## config.mk

```make
export PLATFORM = sky130hd
export DESIGN_NAME = bd_chain_engine
export DESIGN_NICKNAME = d
export VERILOG_FILES = /design/src/rtl/bdc_pkg.sv /design/src/rtl/bdc_regs.sv /design/src/rtl/bdc_desc_store.sv /design/src/rtl/bdc_csel.sv /design/src/rtl/bd_chain_engine.sv
export SDC_FILE = /design/constraint.sdc
export NUM_CORES = 1
export LEC_CHECK = 0
export ABC_AREA = 1
export BUFFER_PORTS_ARGS = -buffer_cell sky130_fd_sc_hd__buf_2
export CAP_MARGIN = 0
export CORE_MARGIN = 4
export CORE_UTILIZATION = 45
export DETAILED_ROUTE_END_ITERATION = 10
export PLACE_DENSITY_LB_ADDON = 0.15
export SLEW_MARGIN = 10
export SYNTH_ARGS = -nofsm -noshare
export SYNTH_HDL_FRONTEND = slang
export SYNTH_SLANG_ARGS = --single-unit
```

## constraint.sdc

```tcl
create_clock -name clk -period 1.7 [get_ports clk]
set_input_delay 0.085 -clock clk [delete_from_list [all_inputs] [get_ports clk]]
set_output_delay 0.085 -clock clk [all_outputs]
set_load 0.05 [all_outputs]
```

## src/rtl/bdc_pkg.sv

```systemverilog
package bdc_pkg;
  localparam int WORD_W = 32;
  localparam int LEN_W  = 9;

  localparam int B_BD_EV   = 16;
  localparam int B_PKT_EV  = 17;
  localparam int B_EOL     = 19;
  localparam int B_RX      = 20;
  localparam int B_DDR     = 21;
  localparam int B_DUAL    = 22;
  localparam int B_QUAD    = 23;
  localparam int B_LSB     = 25;
  localparam int B_SPOLL   = 27;
  localparam int B_CS_LO   = 28;
  localparam int B_CS_REL  = 30;
  localparam int B_OWN     = 31;

  typedef enum logic [2:0] {
    ST_IDLE, ST_FETCH, ST_CHECK, ST_CMD, ST_WB, ST_POST, ST_PKT, ST_ERR
  } bdc_state_e;

  function automatic logic [1:0] lanes_of(input logic [WORD_W-1:0] c);
    if (c[B_QUAD]) return 2'd2;
    if (c[B_DUAL]) return 2'd1;
    return 2'd0;
  endfunction

  function automatic logic [LEN_W-1:0] len_of(input logic [WORD_W-1:0] c);
    return c[LEN_W-1:0];
  endfunction

  function automatic logic [1:0] cs_of(input logic [WORD_W-1:0] c);
    return c[B_CS_LO+1:B_CS_LO];
  endfunction

  function automatic logic [WORD_W-1:0] disown(input logic [WORD_W-1:0] c);
    logic [WORD_W-1:0] r;
    r = c;
    r[B_OWN] = 1'b0;
    return r;
  endfunction
endpackage

```

## src/rtl/bdc_regs.sv

```systemverilog
module bdc_regs #(
  parameter int AW = 32
) (
  input  logic          clk,
  input  logic          rst_n,
  input  logic          ctl_wr,
  input  logic [2:0]    ctl_wdata,
  input  logic          base_wr,
  input  logic [AW-1:0] base_wdata,
  input  logic          idle,
  output logic          start,
  output logic          halt,
  output logic          poll_sel,
  output logic [AW-1:0] base_q
);
  always_ff @(posedge clk or negedge rst_n) begin
    if (!rst_n)       base_q <= '0;
    else if (base_wr) base_q <= base_wdata;
  end

  assign start    = ctl_wr && idle && ctl_wdata[0] && ctl_wdata[2];
  assign halt     = ctl_wr && (ctl_wdata == 3'b000);
  assign poll_sel = ctl_wdata[1];
endmodule

```

## src/rtl/bdc_desc_store.sv

```systemverilog
module bdc_desc_store (
  input  logic        clk,
  input  logic        rst_n,
  input  logic        cap,
  input  logic [1:0]  idx,
  input  logic [31:0] wdata,
  output logic [31:0] ctrl,
  output logic [31:0] bufa,
  output logic [31:0] nxt
);
  always_ff @(posedge clk or negedge rst_n) begin
    if (!rst_n) begin
      ctrl <= '0;
      bufa <= '0;
      nxt  <= '0;
    end else if (cap) begin
      case (idx)
        2'd0:    ctrl <= wdata;
        2'd2:    bufa <= wdata;
        2'd3:    nxt  <= wdata;
        default: ;
      endcase
    end
  end
endmodule

```

## src/rtl/bdc_csel.sv

```systemverilog
module bdc_csel (
  input  logic       clk,
  input  logic       rst_n,
  input  logic       grab,
  input  logic [1:0] grab_sel,
  input  logic       rel,
  input  logic       drop,
  output logic       cs_on,
  output logic [1:0] cs_sel
);
  always_ff @(posedge clk or negedge rst_n) begin
    if (!rst_n) begin
      cs_on  <= 1'b0;
      cs_sel <= 2'd0;
    end else if (drop || rel) begin
      cs_on  <= 1'b0;
    end else if (grab) begin
      cs_on  <= 1'b1;
      cs_sel <= grab_sel;
    end
  end

  AST_CS_RISE_NEEDS_GRAB: assert property (@(posedge clk) disable iff (!rst_n)
    $rose(cs_on) |-> $past(grab));
endmodule

```

## src/rtl/bd_chain_engine.sv

```systemverilog
module bd_chain_engine
  import bdc_pkg::*;
#(
  parameter int AW      = 32,
  parameter int MAX_LEN = 256
) (
  input  logic             clk,
  input  logic             rst_n,
  input  logic             ctl_wr,
  input  logic [2:0]       ctl_wdata,
  input  logic             base_wr,
  input  logic [AW-1:0]    base_wdata,
  output logic             busy,
  output logic             mem_req,
  output logic             mem_we,
  output logic [AW-1:0]    mem_addr,
  output logic [31:0]      mem_wdata,
  input  logic             mem_ack,
  input  logic [31:0]      mem_rdata,
  output logic             cmd_valid,
  output logic             cmd_rx,
  output logic [1:0]       cmd_lanes,
  output logic             cmd_ddr,
  output logic             cmd_lsb_first,
  output logic             cmd_stat_poll,
  output logic [1:0]       cmd_cs,
  output logic [LEN_W-1:0] cmd_len,
  output logic [AW-1:0]    cmd_addr,
  input  logic             cmd_done,
  output logic             cs_assert,
  output logic [1:0]       cs_sel,
  output logic             ev_bd_done,
  output logic             ev_pkt_done,
  output logic             ev_err
);
  localparam int PAD_W = AW - 4;

  bdc_state_e    state;
  logic [1:0]    idx;
  logic [AW-1:0] ptr;
  logic          poll_q;

  logic          start, halt, poll_sel;
  logic [AW-1:0] base_q;
  logic [31:0]   ctrl_w, buf_w, next_w;

  logic fetch_cap, owned, too_long, go_cmd, cs_rel, cs_drop, next_null;

  bdc_regs #(.AW(AW)) u_regs (
    .clk(clk), .rst_n(rst_n), .ctl_wr(ctl_wr), .ctl_wdata(ctl_wdata),
    .base_wr(base_wr), .base_wdata(base_wdata), .idle(state == ST_IDLE),
    .start(start), .halt(halt), .poll_sel(poll_sel), .base_q(base_q)
  );

  assign fetch_cap = (state == ST_FETCH) && mem_ack;

  bdc_desc_store u_store (
    .clk(clk), .rst_n(rst_n), .cap(fetch_cap), .idx(idx), .wdata(mem_rdata),
    .ctrl(ctrl_w), .bufa(buf_w), .nxt(next_w)
  );

  assign owned     = ctrl_w[B_OWN];
  assign too_long  = 32'(len_of(ctrl_w)) > 32'(MAX_LEN);
  assign go_cmd    = (state == ST_CHECK) && owned && !too_long && !halt;
  assign cs_rel    = (state == ST_POST) && ctrl_w[B_CS_REL];
  assign cs_drop   = halt || (state == ST_ERR);
  assign next_null = (next_w == 32'd0);

  bdc_csel u_csel (
    .clk(clk), .rst_n(rst_n), .grab(go_cmd), .grab_sel(cs_of(ctrl_w)),
    .rel(cs_rel), .drop(cs_drop), .cs_on(cs_assert), .cs_sel(cs_sel)
  );

  always_ff @(posedge clk or negedge rst_n) begin
    if (!rst_n) begin
      state  <= ST_IDLE;
      idx    <= 2'd0;
      ptr    <= '0;
      poll_q <= 1'b0;
    end else if (halt) begin
      state <= ST_IDLE;
      idx   <= 2'd0;
    end else begin
      case (state)
        ST_IDLE: if (start) begin
          ptr    <= base_q;
          poll_q <= poll_sel;
          idx    <= 2'd0;
          state  <= ST_FETCH;
        end
        ST_FETCH: if (mem_ack) begin
          idx <= idx + 2'd1;
          if (idx == 2'd3) state <= ST_CHECK;
        end
        ST_CHECK: begin
          if (!owned)        state <= poll_q ? ST_FETCH : ST_ERR;
          else if (too_long) state <= ST_ERR;
          else               state <= ST_CMD;
        end
        ST_CMD:  if (cmd_done) state <= ST_WB;
        ST_WB:   if (mem_ack)  state <= ST_POST;
        ST_POST: state <= ST_PKT;
        ST_PKT: begin
          if (ctrl_w[B_EOL])  state <= ST_IDLE;
          else if (next_null) state <= ST_ERR;
          else begin
            ptr   <= next_w[AW-1:0];
            state <= ST_FETCH;
          end
        end
        default: state <= ST_IDLE;
      endcase
    end
  end

  assign busy      = (state != ST_IDLE);
  assign mem_req   = (state == ST_FETCH) || (state == ST_WB);
  assign mem_we    = (state == ST_WB);
  assign mem_addr  = (state == ST_WB) ? ptr : ptr + {{PAD_W{1'b0}}, idx, 2'b00};
  assign mem_wdata = disown(ctrl_w);

  assign cmd_valid     = (state == ST_CMD);
  assign cmd_rx        = ctrl_w[B_RX];
  assign cmd_lanes     = lanes_of(ctrl_w);
  assign cmd_ddr       = ctrl_w[B_DDR];
  assign cmd_lsb_first = ctrl_w[B_LSB];
  assign cmd_stat_poll = ctrl_w[B_SPOLL];
  assign cmd_cs        = cs_of(ctrl_w);
  assign cmd_len       = len_of(ctrl_w);
  assign cmd_addr      = buf_w[AW-1:0];

  assign ev_bd_done  = (state == ST_POST) && ctrl_w[B_BD_EV];
  assign ev_pkt_done = (state == ST_PKT) && ctrl_w[B_PKT_EV];
  assign ev_err      = (state == ST_ERR);

  AST_CMD_HAS_CS: assert property (@(posedge clk) disable iff (!rst_n)
    cmd_valid |-> cs_assert);
  AST_EVENTS_EXCL: assert property (@(posedge clk) disable iff (!rst_n)
    $onehot0({ev_bd_done, ev_pkt_done, ev_err}));
  AST_WB_DISOWNS: assert property (@(posedge clk) disable iff (!rst_n)
    (mem_req && mem_we) |-> !mem_wdata[B_OWN]);
  AST_LEN_LIMIT: assert property (@(posedge clk) disable iff (!rst_n)
    cmd_valid |-> (32'(cmd_len) <= 32'(MAX_LEN)));
  AST_HALT_IDLE: assert property (@(posedge clk) disable iff (!rst_n)
    halt |=> (!busy && !cs_assert && !mem_req));
  AST_CMD_HELD: assert property (@(posedge clk) disable iff (!rst_n)
    (cmd_valid && !cmd_done && !halt) |=> (cmd_valid && $stable(cmd_addr) && $stable(cmd_len)));
  AST_ERR_DROPS_CS: assert property (@(posedge clk) disable iff (!rst_n)
    (ev_err && !halt) |=> !cs_assert);
endmodule

```

### Word-level counts from Yosys, hierarchy flattened

Cells that the tools add are included.

* output and inout port bits: 123
* word-level logic and storage cells: 94
* bits of input ports: 73
* register bits after elaboration: 169

* bitwise gates (word level): 2
* add/subtract/negate cells: 2
* $lt $le $gt $ge: 1
* reductions and logical operators: 32
* equality and inequality tests: 17
* mux-type cells: 30

Operators by type and width (number)
* $mux 32: 4
* $pmux 32 s2: 1
* $mux 3: 11
* $add 32x4->32: 1
* $logic_not 32->1: 1
* $pmux 3 s7: 1
* $mux 2: 7
* $eq 3x3->1 const B: 4
* $logic_and 1x1->1: 11
* $reduce_and 5->1: 2
* $gt 9x9->1 const B: 1
* $reduce_and 2->1: 4
* $eq 3x2->1 const B: 2
* $logic_not 3->1: 2
* $ne 2x2->1 const B: 3
* $ne 3x1->1 const B: 2
* $ne 3x3->1 const B: 2
* $reduce_and 3->1: 2
* $reduce_bool 3->1: 2
* $mux 1: 5
* $eq 2x2->1 const B: 2
* $pmux 2 s2: 1
* $reduce_bool 2->1: 2
* $eq 3x1->1 const B: 1
* other kinds (6): 10

### Logic depth before layout (Yosys ltp)

Gate-level depths: netlist of run 1.

* depth after elaboration: 7
* depth in mapped cells: 10

### By module

From an unflattened synthesis of run 1, not the netlist that was laid out.

* cells, all modules: 1023
* area, all modules: 8749.6 sq um

By module, submodules not included
* bdc_desc_store: cells each 426, seq. area each 2402.3 sq um, area an instance 3910.0 sq um, times used 1
* bd_chain_engine: cells each 439, seq. area each 950.9 sq um, area an instance 3264.4 sq um, times used 1
* bdc_regs: cells each 145, seq. area each 800.8 sq um, area an instance 1455.1 sq um, times used 1
* bdc_csel: cells each 13, seq. area each 75.1 sq um, area an instance 120.1 sq um, times used 1

### Least setup slack after synthesis of run 1

No wires, ideal clock.

* path type: reg-to-output
* start point: register idx[0]
* end point: output port mem_addr[16]
* cell stages (with the launch flop): 11
* setup slack: -0.708 ns
* path buffers: 0
* data arrival time: 2.323 ns
* required time: 1.615 ns
* path through: dfrtp_1 ha_1 fa_1 nand2_1 inv_1 nand2_1 nor2_1 nand2_1 nor2_1 nand3_1 xnor2_1

* cells in the longest elaborated chain, start to end: 2

Ends and longest elaborated chain
* start: declaration: line bd_chain_engine.sv:39 `logic [1:0] idx;`
* start signal: assignment: line bd_chain_engine.sv:92 `idx <= idx + 2'd1;`
* $add 32x4->32: line bd_chain_engine.sv:119 `assign mem_addr = (state == ST_WB) ? ptr : ptr + {{PAD_W{1'b0}}, idx, 2'b00};`
* $mux 32: line bd_chain_engine.sv:119
* end: declaration: line bd_chain_engine.sv:16 `output logic [AW-1:0] mem_addr,`

No other way between the ends.

### Worst setup path after layout of run 1

* start point: register idx[0]
* end point: output port mem_addr[14]

The elaborated chain is that of the path after synthesis.

==> results of run 1 <==
[power breakdown]
group	leakage [nW]	total (W)	internal [W]	switching, W
clock network	0.274	0.00379	0.00226	0.00153
registers	2.18	0.00645	0.00543	0.00102
logic	4.17	0.0141	0.00508	0.00905
[per-layer routing]
metal | vias to the layer above | wire (um) | share of wire | GRT usage
met5 | - | 0 | 0 | 0
met4 | 0 | 567 | 0.022 | 0.0775
met3 | 39 | 1570 | 0.060 | 0.0385
met2 | 270 | 12900 | 0.49 | 0.397
met1 | 3761 | 11000 | 0.42 | 0.324
li1 | 3869 | - | - | -
[synthesized netlist by cell type, types with 2 or more instances]
cell,instances
nand2_1,308
dfrtp_1,169
o21ai_0,169
inv_1,107
nor2_1,66
nand3_1,58
buf_4,46
clkbuf_1,32
xor2_1,13
xnor2_1,10
buf_6,6
nand4_1,6
nor3_1,6
buf_2,5
ha_1,5
a21oi_1,4
nand3_2,3
nor2_2,3
nand2_2,2
[kinds of logic (layout without fill, tap and decap cells)]
group | Yosys count | count (layout) | synth area share
simple gates | 455 | 458 | 0.225
fa+ha+maj | 6 | 6 | 0.0100
flops | 169 | 169 | 0.514
xor+xnor | 23 | 23 | 0.0245
buf+inv | 197 | 545 | 0.117
compound gates | 175 | 175 | 0.109
other cells | 1 | 2 | 0.000456
[layout by cell type, fill, tap and decap left out, drive strengths merged, types with 2 or more instances in the layout]
cell type,n
nand4,6
dfrtp,169
o21ai,169
ha,5
clkbuf,28
xnor2,10
clkinv,2
nor3,6
nand3,61
bufinv,2
a21oi,4
xor2,13
nor2,69
clkinvlp,5
buf,338
nand2,314
inv,106
dlygate4sd3,64
[critical path, delay by kind of cell (launching register included)]
kind	cells	cell delay (ns)
xor+xnor	1	0.14
simple gates	5	0.54
buf+inv	3	0.40
fa+ha+maj	2	0.39
flops	1	0.41
[cell type report]
class,count,share of cell area
Antenna cell,1,0.000195
Clock buffer,22,0.0369
Clock inverter,7,0.00730
Inverter,108,0.0332
Multi-Input combinational cell,663,0.309
Sequential cell,169,0.329
Tap cell,229,0.0223
Timing Repair Buffer,408,0.262
[registers in the layout, indices dropped and copies added, names as in the netlist]
name	count
u_store.nxt	32
state	3
poll_q	1
ptr	32
u_csel.cs_on	1
idx	2
u_store.bufa	32
u_csel.cs_sel	2
u_regs.base_q	32
u_store.ctrl	32
[through the flow]
| step | setup TNS (ns) | std cells | area [um2] | worst slack, ns |
|---|---|---|---|---|
| 6_report | -20.29 | 1607 | 12900 | -0.686 |
| 5_1_grt | -25.43 | 1607 | 12900 | -0.805 |
| 4_1_cts | -19.01 | 1583 | 12200 | -0.716 |
| 3_5_place_dp | -8.19 | 1466 | 10300 | -0.384 |
| 3_3_place_gp | -7.75 | 1466 | 10300 | -0.307 |
| 2_1_floorplan | -5.43 | 1026 | 8690 | -0.291 |
[worst paths after layout]
kind,from,to,slack [ns]
max,idx[0],mem_addr[14],-0.69
min,mem_rdata[0],u_store.ctrl[0],0.02
max reg2reg,state[0],state[2],-0.23
min reg2reg,u_csel.cs_sel[0],u_csel.cs_sel[0],0.48
max in group asynchronous,rst_n,u_store.ctrl[9],0.95
min in group asynchronous,rst_n,u_regs.base_q[30],0.10
[timing repair]
item | 4_1_cts | 5_1_grt
hold endpoints to repair | 283 | 0
resized for setup | 130 | 106
setup endpoints to repair | 67 | 105
buffers inserted | 22 | 26
gates cloned | 6 | 7
hold buffers | 64 | 0
pin swaps | 44 | 52
==> summary.md, run 1 <==
| Metric | Value |
|---|---|
| 1st-pass router iterations | 5 |
| CTS clk-pin slew, worst paths | 0.07 ns |
| Layout cell share with drive strength beyond 1 | 0.376 |
| I/O Buffers | 194 |
| Worst path cell trace | ha_4 > fa_2 > nand2_4 > inv_4 > nand2_4 > nor2_4 > nand2_4 > nor2_4 > buf_6 > xor2_4 > buf_6 |
| Critical Path RT | 1.62 ns |
| CP max FO | 3 |
| I/O pin count | 196 |
| Total wire length | around 26 mm |
| CTS Buffer Depth | 2 |
| Detail Placement HPWL | ~16 mm |
| RD Place Congestion | 0.918 |
| Most frequent CP cell | nand2_4 |
| Worst Hold Depth | 3 |
| Fmax achieved | 419 MHz |
| Die Area | 0.0205 mm2 |
| GRT Overall Usage | 0.240 |
| Starting Density | 0.458 |
| Area growth syn-to-layout | 56.4% |
| Clk_lat worst skew | 0.42 ns |
| Gate Count Post-Synth | approximately 1000 |
| Slowest cell on crit path | dfrtp_1 |
| PnR worst setup slack | -0.686 ns |
| Count of cell types in the netlist | 27 |
| TritonCTS clock tree | yes |
| Global route overflow | 0 |
| Top-area cell type share of the netlist area | 0.514 |
| First-pass GRT wire length | around 39 mm |
| Status | complete, but fails checks |
| Clk sink count | 169 |
| CORE AREA | 0.0180 mm2 |
| Initial antenna violation count | 1 |
| # DRC | 0 |
| Tot Pwr | 0.0244 W |
| Synth area leaders | dfrtp_1 (51%), nand2_1 (14%), o21ai_0 (10%) |
| Chip height | between 100 and 150 um |
| Max incr delay on CP | just over 0.4 ns |
| Final setup fails | 67 |
| Worst EP arrival | 2.30 ns |
| H-tree Lvls | 4 |
| PwrDens | roughly 1900 mW/mm2 |
| Register area share after synthesis | 0.514 |
| Nets | 1446 |
| DRT iter0 DRCs | 558 |
| Final Hold Viols | 0 |
| Vias in the first global route | 7659 |
| Final min period | 2.39 ns |
| Worst r2r path cells | 14 |
| RSZ-0062 raised after global routing | yes |
| Detailed-route wire length per cell | 16.2 um |
| Die X | 143 um |
| Slew Viols, Final | 0 |
| WHS | 0.0200 ns |
| Vias | approximately 7900 |
| Post-Syn Nets | 1105 |
| Fin crit share | 1.40 |
| Leading area contributor after synthesis | dfrtp_1 |
| MaxCap Viol Count | 0 |
| Hold Crit Class | in -> reg |
| Post-DRT Antenna Nets | 0 |
| Root buf cell | clkbuf_16 |
| Syn Area/Cell | around 8 um2 |
| Largest net degree at the start of global routing | 65 |
| Ys async rst share | 1.00 |
| Vias/cell | 4.94 |
| Post-layout util | 0.716 |
| Failing checks | setup timing |
| Worst VDD drop | around 0.0015 V |
| Main flop type after synthesis | dfrtp_1 |
| Worst setup EP type | primary output |
| Register area | about 0.0042 mm2 |
| Clk_skew | 0.00913 ns |
| Critical Setup Path Class | reg -> out |
| Startpoint Class | register |
| FF+latch count, synth | 169 |
| Fillers | 1299 |
| Multi-input gate area | 0.00397 mm2 |
| Core Rows | 49 |
| Synthesized area | 0.00822 mm2 |
| Post-synth EDFFs | 0 |
| P_leak | 6.63 nW |
| CTS Buf Count | 17 |
| Yosys warnings | 0 |
Note: power is estimated with default switching activity, not from simulation.
==> run 2: changes to the inputs <==
--- a/config.mk
+++ b/config.mk
@@ -8,11 +8,12 @@
 export ABC_AREA = 1
 export BUFFER_PORTS_ARGS = -buffer_cell sky130_fd_sc_hd__buf_2
 export CAP_MARGIN = 0
-export CORE_MARGIN = 4
+export CORE_MARGIN = 2
 export CORE_UTILIZATION = 45
 export DETAILED_ROUTE_END_ITERATION = 10
 export PLACE_DENSITY_LB_ADDON = 0.15
 export SLEW_MARGIN = 10
 export SYNTH_ARGS = -nofsm -noshare
 export SYNTH_HDL_FRONTEND = slang
+export SYNTH_HIERARCHICAL = 1
 export SYNTH_SLANG_ARGS = --single-unit
==> summary.md, run 2 <==
| Metric | Value |
|---|---|
| Status | complete, but fails checks |
| Failing checks | setup timing |
| Critical Setup Path Class | reg -> out |
| Root buf cell | clkbuf_16 |
| MaxCap Viol Count | 0 (unchanged) |
| Startpoint Class | register |
| Global route overflow | 0 (unchanged) |
| CP max FO | 4 (+1) |
| Hold Path End | u_regs/base_q[31] |
| Clk_lat worst skew | 0.44 ns (+0.02 ns) |
| 1st-pass router iterations | 5 (unchanged) |
| FF+latch count, synth | 169 (unchanged) |
| Post-Syn Nets | 1100 (-0.45%) |
| Leading area contributor after synthesis | dfrtp_1 |
| First-pass GRT wire length | 40.9 mm (+5.3%) |
| Synthesized area | 0.00875 mm2 (+6.4%) |
| CP top delay family | simple AND/OR/NAND/NOR gates |
| Post-synth EDFFs | 0 (unchanged) |
| CTS clk-pin slew, worst paths | 0.07 ns (about the same) |
| FF-to-FF setup slack | -0.36 ns (-0.13 ns) |
| Area growth syn-to-layout | 60.8% |
| RD Place Congestion | 0.857 (-6.7%) |
| Max incr delay on CP | 0.37 ns (-0.04 ns) |
| Die X | 143 um (+0.19%) |
| Gate Count Post-Synth | 1023 (-0.29%) |
| Chip height | 143 um (+0.19%) |
| Worst Hold Depth | 2 (-1) |
| I/O Buffers | 194 (unchanged) |
| Worst EP arrival | 2.34 ns (+0.04 ns) |
| Die Area | 0.0206 mm2 (+0.38%) |
| R2r startpoint | state[2] |
| GRT Overall Usage | 0.254 (+0.0143) |
| Most frequent CP cell | nor2_4 |
| Fillers | 1406 (+8.2%) |
| PwrDens | 1980 mW/mm2 (+4.6%) |
| Top-area cell type share of the netlist area | 0.483 (-0.0310) |
| Most common cell in the netlist | nand2_1 |
| Largest net degree at the start of global routing | 51 (-22%) |
| FF-to-FF End | ptr[6] |
| Fin crit share | 1.42 (+0.0211) |
| I/O pin count | 196 (unchanged) |
| Synth area leaders | dfrtp_1 (48%), nand2_1 (15%), o21ai_2 (6.1%) |
| Vias | 8501 (+7.1%) |
| PnR worst setup slack | -0.722 ns (-0.0359 ns) |
| Worst path bufs/invs | 3 (unchanged) |
| Commonest non-fill, non-tap cell in the layout | nand2_1 |
| CTS Buffer Depth | 2 (unchanged) |
| Post-synth top cells | nand2_1 (351), dfrtp_1 (169), inv_1 (71), nand4_1 (66), o21ai_2 (61) |
| Max_slew headroom | 0.647 |
| Ys async rst share | 1.00 (unchanged) |
| Min-delay src | base_wr |
| Final min period | 2.42 ns (+0.0359 ns) |
| Initial antenna violation count | 0 (-1) |
| Post-layout util | 0.730 (+0.0142) |
| Most frequent cells in the layout | nand2_1 (251), dfrtp_1 (167), buf_2 (159) |
| H-tree Lvls | 4 (unchanged) |
| # DRC | 0 (unchanged) |
| Detail Placement HPWL | 18.2 mm (+12%) |
| Worst VDD drop | 0.00110 V (-25%) |
| Final setup fails | 98 (+46%) |
| CORE AREA | 0.0193 mm2 (+7.3%) |
| Slew Viols, Final | 0 (unchanged) |
| TritonCTS clock tree | yes |
| RSZ-0062 raised after global routing | yes |
| Main flop type after synthesis | dfrtp_1 |
| Worst Max-Slew Pin Slew | between 0.5 and 0.6 ns |
| Post-DRT Antenna Nets | 0 (unchanged) |
| Worst path cell trace | ha_2 > fa_2 > nand2_2 > nor2_4 > nand2_4 > nor2_4 > nand3_4 > nor2_4 > buf_6 > xnor2_2 > inv_2 > buf_8 |
| Register area share after synthesis | 0.483 (-0.0310) |
| Final Hold Viols | 0 (unchanged) |
| Hold Crit Class | in -> reg |
| Antenna Cells | 0 (-1) |
| Vias in the first global route | 7964 (+4.0%) |
| Placed inst area | 0.0112 mm2 (+8.8%) |
| Critical Path RT | 1.62 ns (about the same) |
| Syn Area/Cell | 8.55 um2 (+6.7%) |
| Vias/cell | 5.03 (+1.8%) |
| Detailed-route wire length per cell | 16.8 um (+3.3%) |
| Count of cell types in the netlist | 35 (+30%) |
| Clk sink count | 169 (unchanged) |
| CTS Buf Count | 17 (unchanged) |
| DRT iter0 DRCs | 596 (+6.8%) |
| Nets | 1489 (+3.0%) |
| P_leak | 7.15 nW (+7.9%) |
| Final instance area | 0.0141 mm2 (+9.4%) |
| Layout cell share with drive strength beyond 1 | 0.465 (+0.0884) |
| Slowest cell on crit path | dfrtp_1 |
| Starting Density | 0.454 (-0.00365) |
| Clk_skew | 0.00911 ns (-0.0000271 ns) |
| Fmax achieved | 413 MHz (-1.5%) |
| Multi-input gate area | 0.00490 mm2 (+23%) |
| Total wire length | 28.3 mm (+8.7%) |
| Worst r2r path cells | 14 (unchanged) |
| Yosys warnings | 6 (+6) |
| Worst setup EP type | primary output |
| Register area | 0.00423 mm2 (about the same) |
| Core Rows | 51 (+4.1%) |
[run 2: cell count changes after synthesis, sizes merged, moves of 11 or more]
cell	before	now
buf	57	68
inv	108	74
mux2i	0	32
clkbuf	32	8
o21ai	169	74
nand2	311	356
nand4	6	66
[run 2: where the power goes]
| part | switching [W] | internal, W |
|---|---|---|
| Combinational | 0.0110 | 0.00657 |
| Clock | 0.00171 | 0.00191 |
| Sequential | 0.00123 | 0.00549 |
| Total | 0.0139 | 0.0140 |
[run 2: timing repair]
action / 4_1_cts / 5_1_grt
cloned: 2 / 13
setup endpoints to repair: 100 / 141
endpoints found under the hold margin: 172 / 0
pin swaps: 21 / 41
hold buffers: 67 / 0
setup buffers: 15 / 24
gates resized for setup: 127 / 195
[run 2: kinds of logic after synthesis]
family | synth area share
and+or+nand+nor | 0.279
DFF | 0.483
buffers and inverters | 0.0940
AOI/OAI and AO/OA | 0.0742
muxes | 0.0366
xor gates and xnor gates | 0.0260
adders and majority gates | 0.00658
other | 0.000429
[run 2: cell type report]
| type | instances | area share |
|---|---|---|
| multi-input combinational | 705 | 0.349 |
| tap | 265 | 0.0236 |
| clock inverter | 13 | 0.00800 |
| clock buffer | 19 | 0.0308 |
| sequential | 169 | 0.301 |
| inverter | 74 | 0.0206 |
| timing repair buffer | 445 | 0.268 |
[run 2: through the flow]
stage | setup slack, ns | hold WS, ns | power [W] | TNS [ns] | instances
6_report | -0.722 | 0.135 | 0.0279 | -28.63 | 1690
5_1_grt | -0.838 | 0.160 | 0.0294 | -38.06 | 1690
4_1_cts | -0.729 | 0.117 | 0.0255 | -22.46 | 1663
3_5_place_dp | -0.425 | 0.0836 | 0.0206 | -11.40 | 1549
3_3_place_gp | -0.399 | 0.0883 | 0.0205 | -9.98 | 1549
2_1_floorplan | -0.253 | -0.211 | 0.0165 | -4.90 | 1023
[run 2: worst register-to-register path, stage by stage (launching register included)]
cell	delay, ns
dfrtp_2	0.44
buf_6	0.13
inv_4	0.05
nand2_4	0.05
nor2_4	0.09
nand2_2	0.06
nor2_2	0.09
inv_1	0.06
nand2_2	0.08
nand2_2	0.07
a21oi_4	0.18
nand3_4	0.25
clkbuf_16	0.28
nand2_1	0.08
o21ai_2	0.05
[run 2: worst max-delay path by stage]
stage | cells past startpoint | start | slack, ns | to
after detailed placement | 10 | idx[0] | -0.42 | mem_addr[22]
after global placement | 10 | idx[0] | -0.40 | mem_addr[22]
after global routing | 10 | idx[0] | -0.84 | mem_addr[24]
after floorplan | 9 | idx[0] | -0.25 | mem_addr[20]
after CTS | 10 | idx[0] | -0.73 | mem_addr[22]
final | 12 | idx[0] | -0.72 | mem_addr[26]
[run 2: metal layers]
layer  GRT usage  vias up  routed length (um)  part of all wire
met2       0.433      252               14500              0.51
li1            -     4082                   -                 -
met5           0        -                   0                 0
met1       0.341     4116               12200              0.43
met4      0.0640        0                 583             0.021
met3      0.0387       51                1030             0.036
==> run 3: changes to the inputs <==
--- a/config.mk
+++ b/config.mk
@@ -9,11 +9,10 @@
 export BUFFER_PORTS_ARGS = -buffer_cell sky130_fd_sc_hd__buf_2
 export CAP_MARGIN = 0
 export CORE_MARGIN = 2
-export CORE_UTILIZATION = 45
+export CORE_UTILIZATION = 35
 export DETAILED_ROUTE_END_ITERATION = 10
 export PLACE_DENSITY_LB_ADDON = 0.15
 export SLEW_MARGIN = 10
 export SYNTH_ARGS = -nofsm -noshare
 export SYNTH_HDL_FRONTEND = slang
-export SYNTH_HIERARCHICAL = 1
 export SYNTH_SLANG_ARGS = --single-unit
==> summary.md, run 3 (synthesis gave the netlist of run 1 again) <==
| Metric | Value |
|---|---|
| DRT iter0 DRCs | 325 (-45%) |
| Vias/cell | 4.65 (-7.5%) |
| GRT Overall Usage | 0.208 (-0.0458) |
| Largest net degree at the start of global routing | 65 (+27%) |
| Nets | 1459 (-2.0%) |
| Clk sink count | 169 (unchanged) |
| Detail Placement HPWL | 17.2 mm (-5.2%) |
| Worst EP arrival | 2.24 ns (-0.10 ns) |
| Initial antenna violation count | 0 (unchanged) |
| Critical Setup Path Class | reg -> out |
| Most frequent cells in the layout | nand2_1 (184), dfrtp_1 (168), buf_2 (157) |
| Area growth syn-to-layout | 70.7% |
| RSZ-0062 raised after global routing | yes |
| CTS clk-pin slew, worst paths | 0.06 ns (about the same) |
| Max incr delay on CP | 0.41 ns (+0.04 ns) |
| Clk_lat worst skew | 0.42 ns (-0.02 ns) |
| Vias | 7963 (-6.3%) |
| CTS Buffer Depth | 2 (unchanged) |
| Highest metal used | met4 |
| H-tree Lvls | 4 (unchanged) |
| Most frequent CP cell | nor2_4 |
| Met2 WL post-DR | 14.2 mm (-2.3%) |
| WL met3 | 1.13 mm (+9.7%) |
| Layout cell share with drive strength beyond 1 | 0.469 (+0.00455) |
| Status | complete, but fails checks |
| Fmax achieved | 431 MHz (+4.3%) |
| Starting Density | 0.353 (-0.101) |
| Root buf cell | clkbuf_16 |
| Vias in the first global route | 7656 (-3.9%) |
| Post-DRT Antenna Nets | 0 (unchanged) |
| # DRC | 0 (unchanged) |
| Tot Pwr | 0.0261 W (-6.4%) |
| TritonCTS clock tree | yes |
| Die X | 157 um (+9.6%) |
| Slew Viols, Final | 0 (unchanged) |
| Core Rows | 56 (+9.8%) |
| 1st-pass router iterations | 5 (unchanged) |
| Chip height | 157 um (+9.6%) |
| Hold Crit Class | in -> reg |
| Global route overflow | 0 (unchanged) |
| Commonest non-fill, non-tap cell in the layout | nand2_1 |
| First-pass GRT wire length | 40.0 mm (-2.3%) |
| I/O Buffers | 194 (unchanged) |
| I/O pin count | 196 (unchanged) |
| Post-layout util | 0.603 (-0.127) |
| P_leak | 6.97 nW (-2.5%) |
| Critical Path RT | 1.62 ns (about the same) |
| CORE AREA | 0.0233 mm2 (+21%) |
| Antenna Cells | 0 (unchanged) |
| Final min period | 2.32 ns (-0.0992 ns) |
| Final setup fails | 77 (-21%) |
| Detailed-route wire length per cell | 16.4 um (-1.9%) |
| Clk_skew | 0.00931 ns (+0.000209 ns) |
| Die Area | 0.0247 mm2 (+20%) |
| Slowest cell on crit path | dfrtp_1 |
| Failing checks | setup timing |
| PnR worst setup slack | -0.623 ns (+0.0992 ns) |
| Worst path cell trace | ha_4 > fa_2 > nand2_2 > buf_6 > nor2_4 > nand4_1 > nor2_2 > a21oi_1 > nor2_4 > buf_12 |
| MaxCap Viol Count | 0 (unchanged) |
| Worst setup EP type | primary output |
| PwrDens | 1860 mW/mm2 (-6.1%) |
| Final Hold Viols | 0 (unchanged) |
| Fin crit share | 1.37 (-0.0584) |
| RD Place Congestion | 0.827 (-3.5%) |
| CTS Buf Count | 17 (unchanged) |
| Startpoint Class | register |
| Worst VDD drop | 0.00134 V (+22%) |
| Met1 WL | 12.5 mm (+2.6%) |
| Total wire length | 28.1 mm (-0.72%) |
| CP max FO | 3 (-1) |
==> run 3: report_power, final <==
group / total, W / switching, W / leakage [nW] / internal (W)
logic: 0.0157 / 0.00965 / 4.51 / 0.00606
clock network: 0.00385 / 0.00162 / 0.282 / 0.00223
registers: 0.00656 / 0.00114 / 2.18 / 0.00543
==> run 3: cell type report <==
class                   instances  area (um2)
fillers                      1988        9230
inverters                     108         422
well taps                     319         399
flip-flops and latches        169        4230
clock inverters                11         121
clock buffers                  20         457
repair buffers                424        3880
multi-input cells             660        4520
==> run 3: per-stage QoR <==
| stage | cells | hold WS, ns | cell area, um2 | setup TNS, ns | setup WS, ns |
|---|---|---|---|---|---|
| after floorplan | 1026 | -0.211 | 8690 | -5.43 | -0.291 |
| after global placement | 1561 | -0.0369 | 10600 | -5.45 | -0.325 |
| after detailed placement | 1561 | -0.0381 | 10600 | -5.64 | -0.345 |
| after CTS | 1690 | 0.0179 | 12900 | -37.22 | -0.660 |
| after global routing | 1711 | 0.0169 | 14000 | -23.68 | -0.744 |
| final | 1711 | 0.0305 | 14000 | -16.23 | -0.623 |
==> run 3: per-layer routing <==
layer | global-route usage | vias to the layer above
met4 | 0.0476 | 0
met1 | 0.286 | 3836
met5 | 0 | -
li1 | - | 3921
met3 | 0.0377 | 21
met2 | 0.344 | 185
==> run 3: worst paths after layout <==
| kind | cells past startpoint | slack, ns | end | start |
|---|---|---|---|---|
| hold reg to reg | 2 | 0.47 | u_csel.cs_sel[1] | u_csel.cs_sel[1] |
| setup / recovery | 10 | -0.62 | mem_addr[30] | ptr[2] |
| setup reg to reg | 10 | -0.07 | ptr[18] | state[0] |
| max in group asynchronous | 3 | 1.01 | ptr[8] | rst_n |
| hold / removal | 3 | 0.03 | u_store.ctrl[0] | mem_rdata[0] |
| min in group asynchronous | 2 | 0.08 | ptr[27] | rst_n |
==> run 3: worst max-delay path: cells and delay by family, from the launching register on <==
kind | cells | cell delay, ns
AOI/OAI and AO/OA | 1 | 0.23
adders and majority gates | 2 | 0.53
buffers and inverters | 2 | 0.25
DFF | 1 | 0.41
and+or+nand+nor | 5 | 0.40
==> run 3: timing repair <==
item,4_1_cts,5_1_grt
setup endpoints to repair,69,171
pin swaps,53,58
hold buffers,66,0
resized for setup,215,260
buffers inserted,25,12
hold endpoints to repair,283,0
gates cloned,10,17
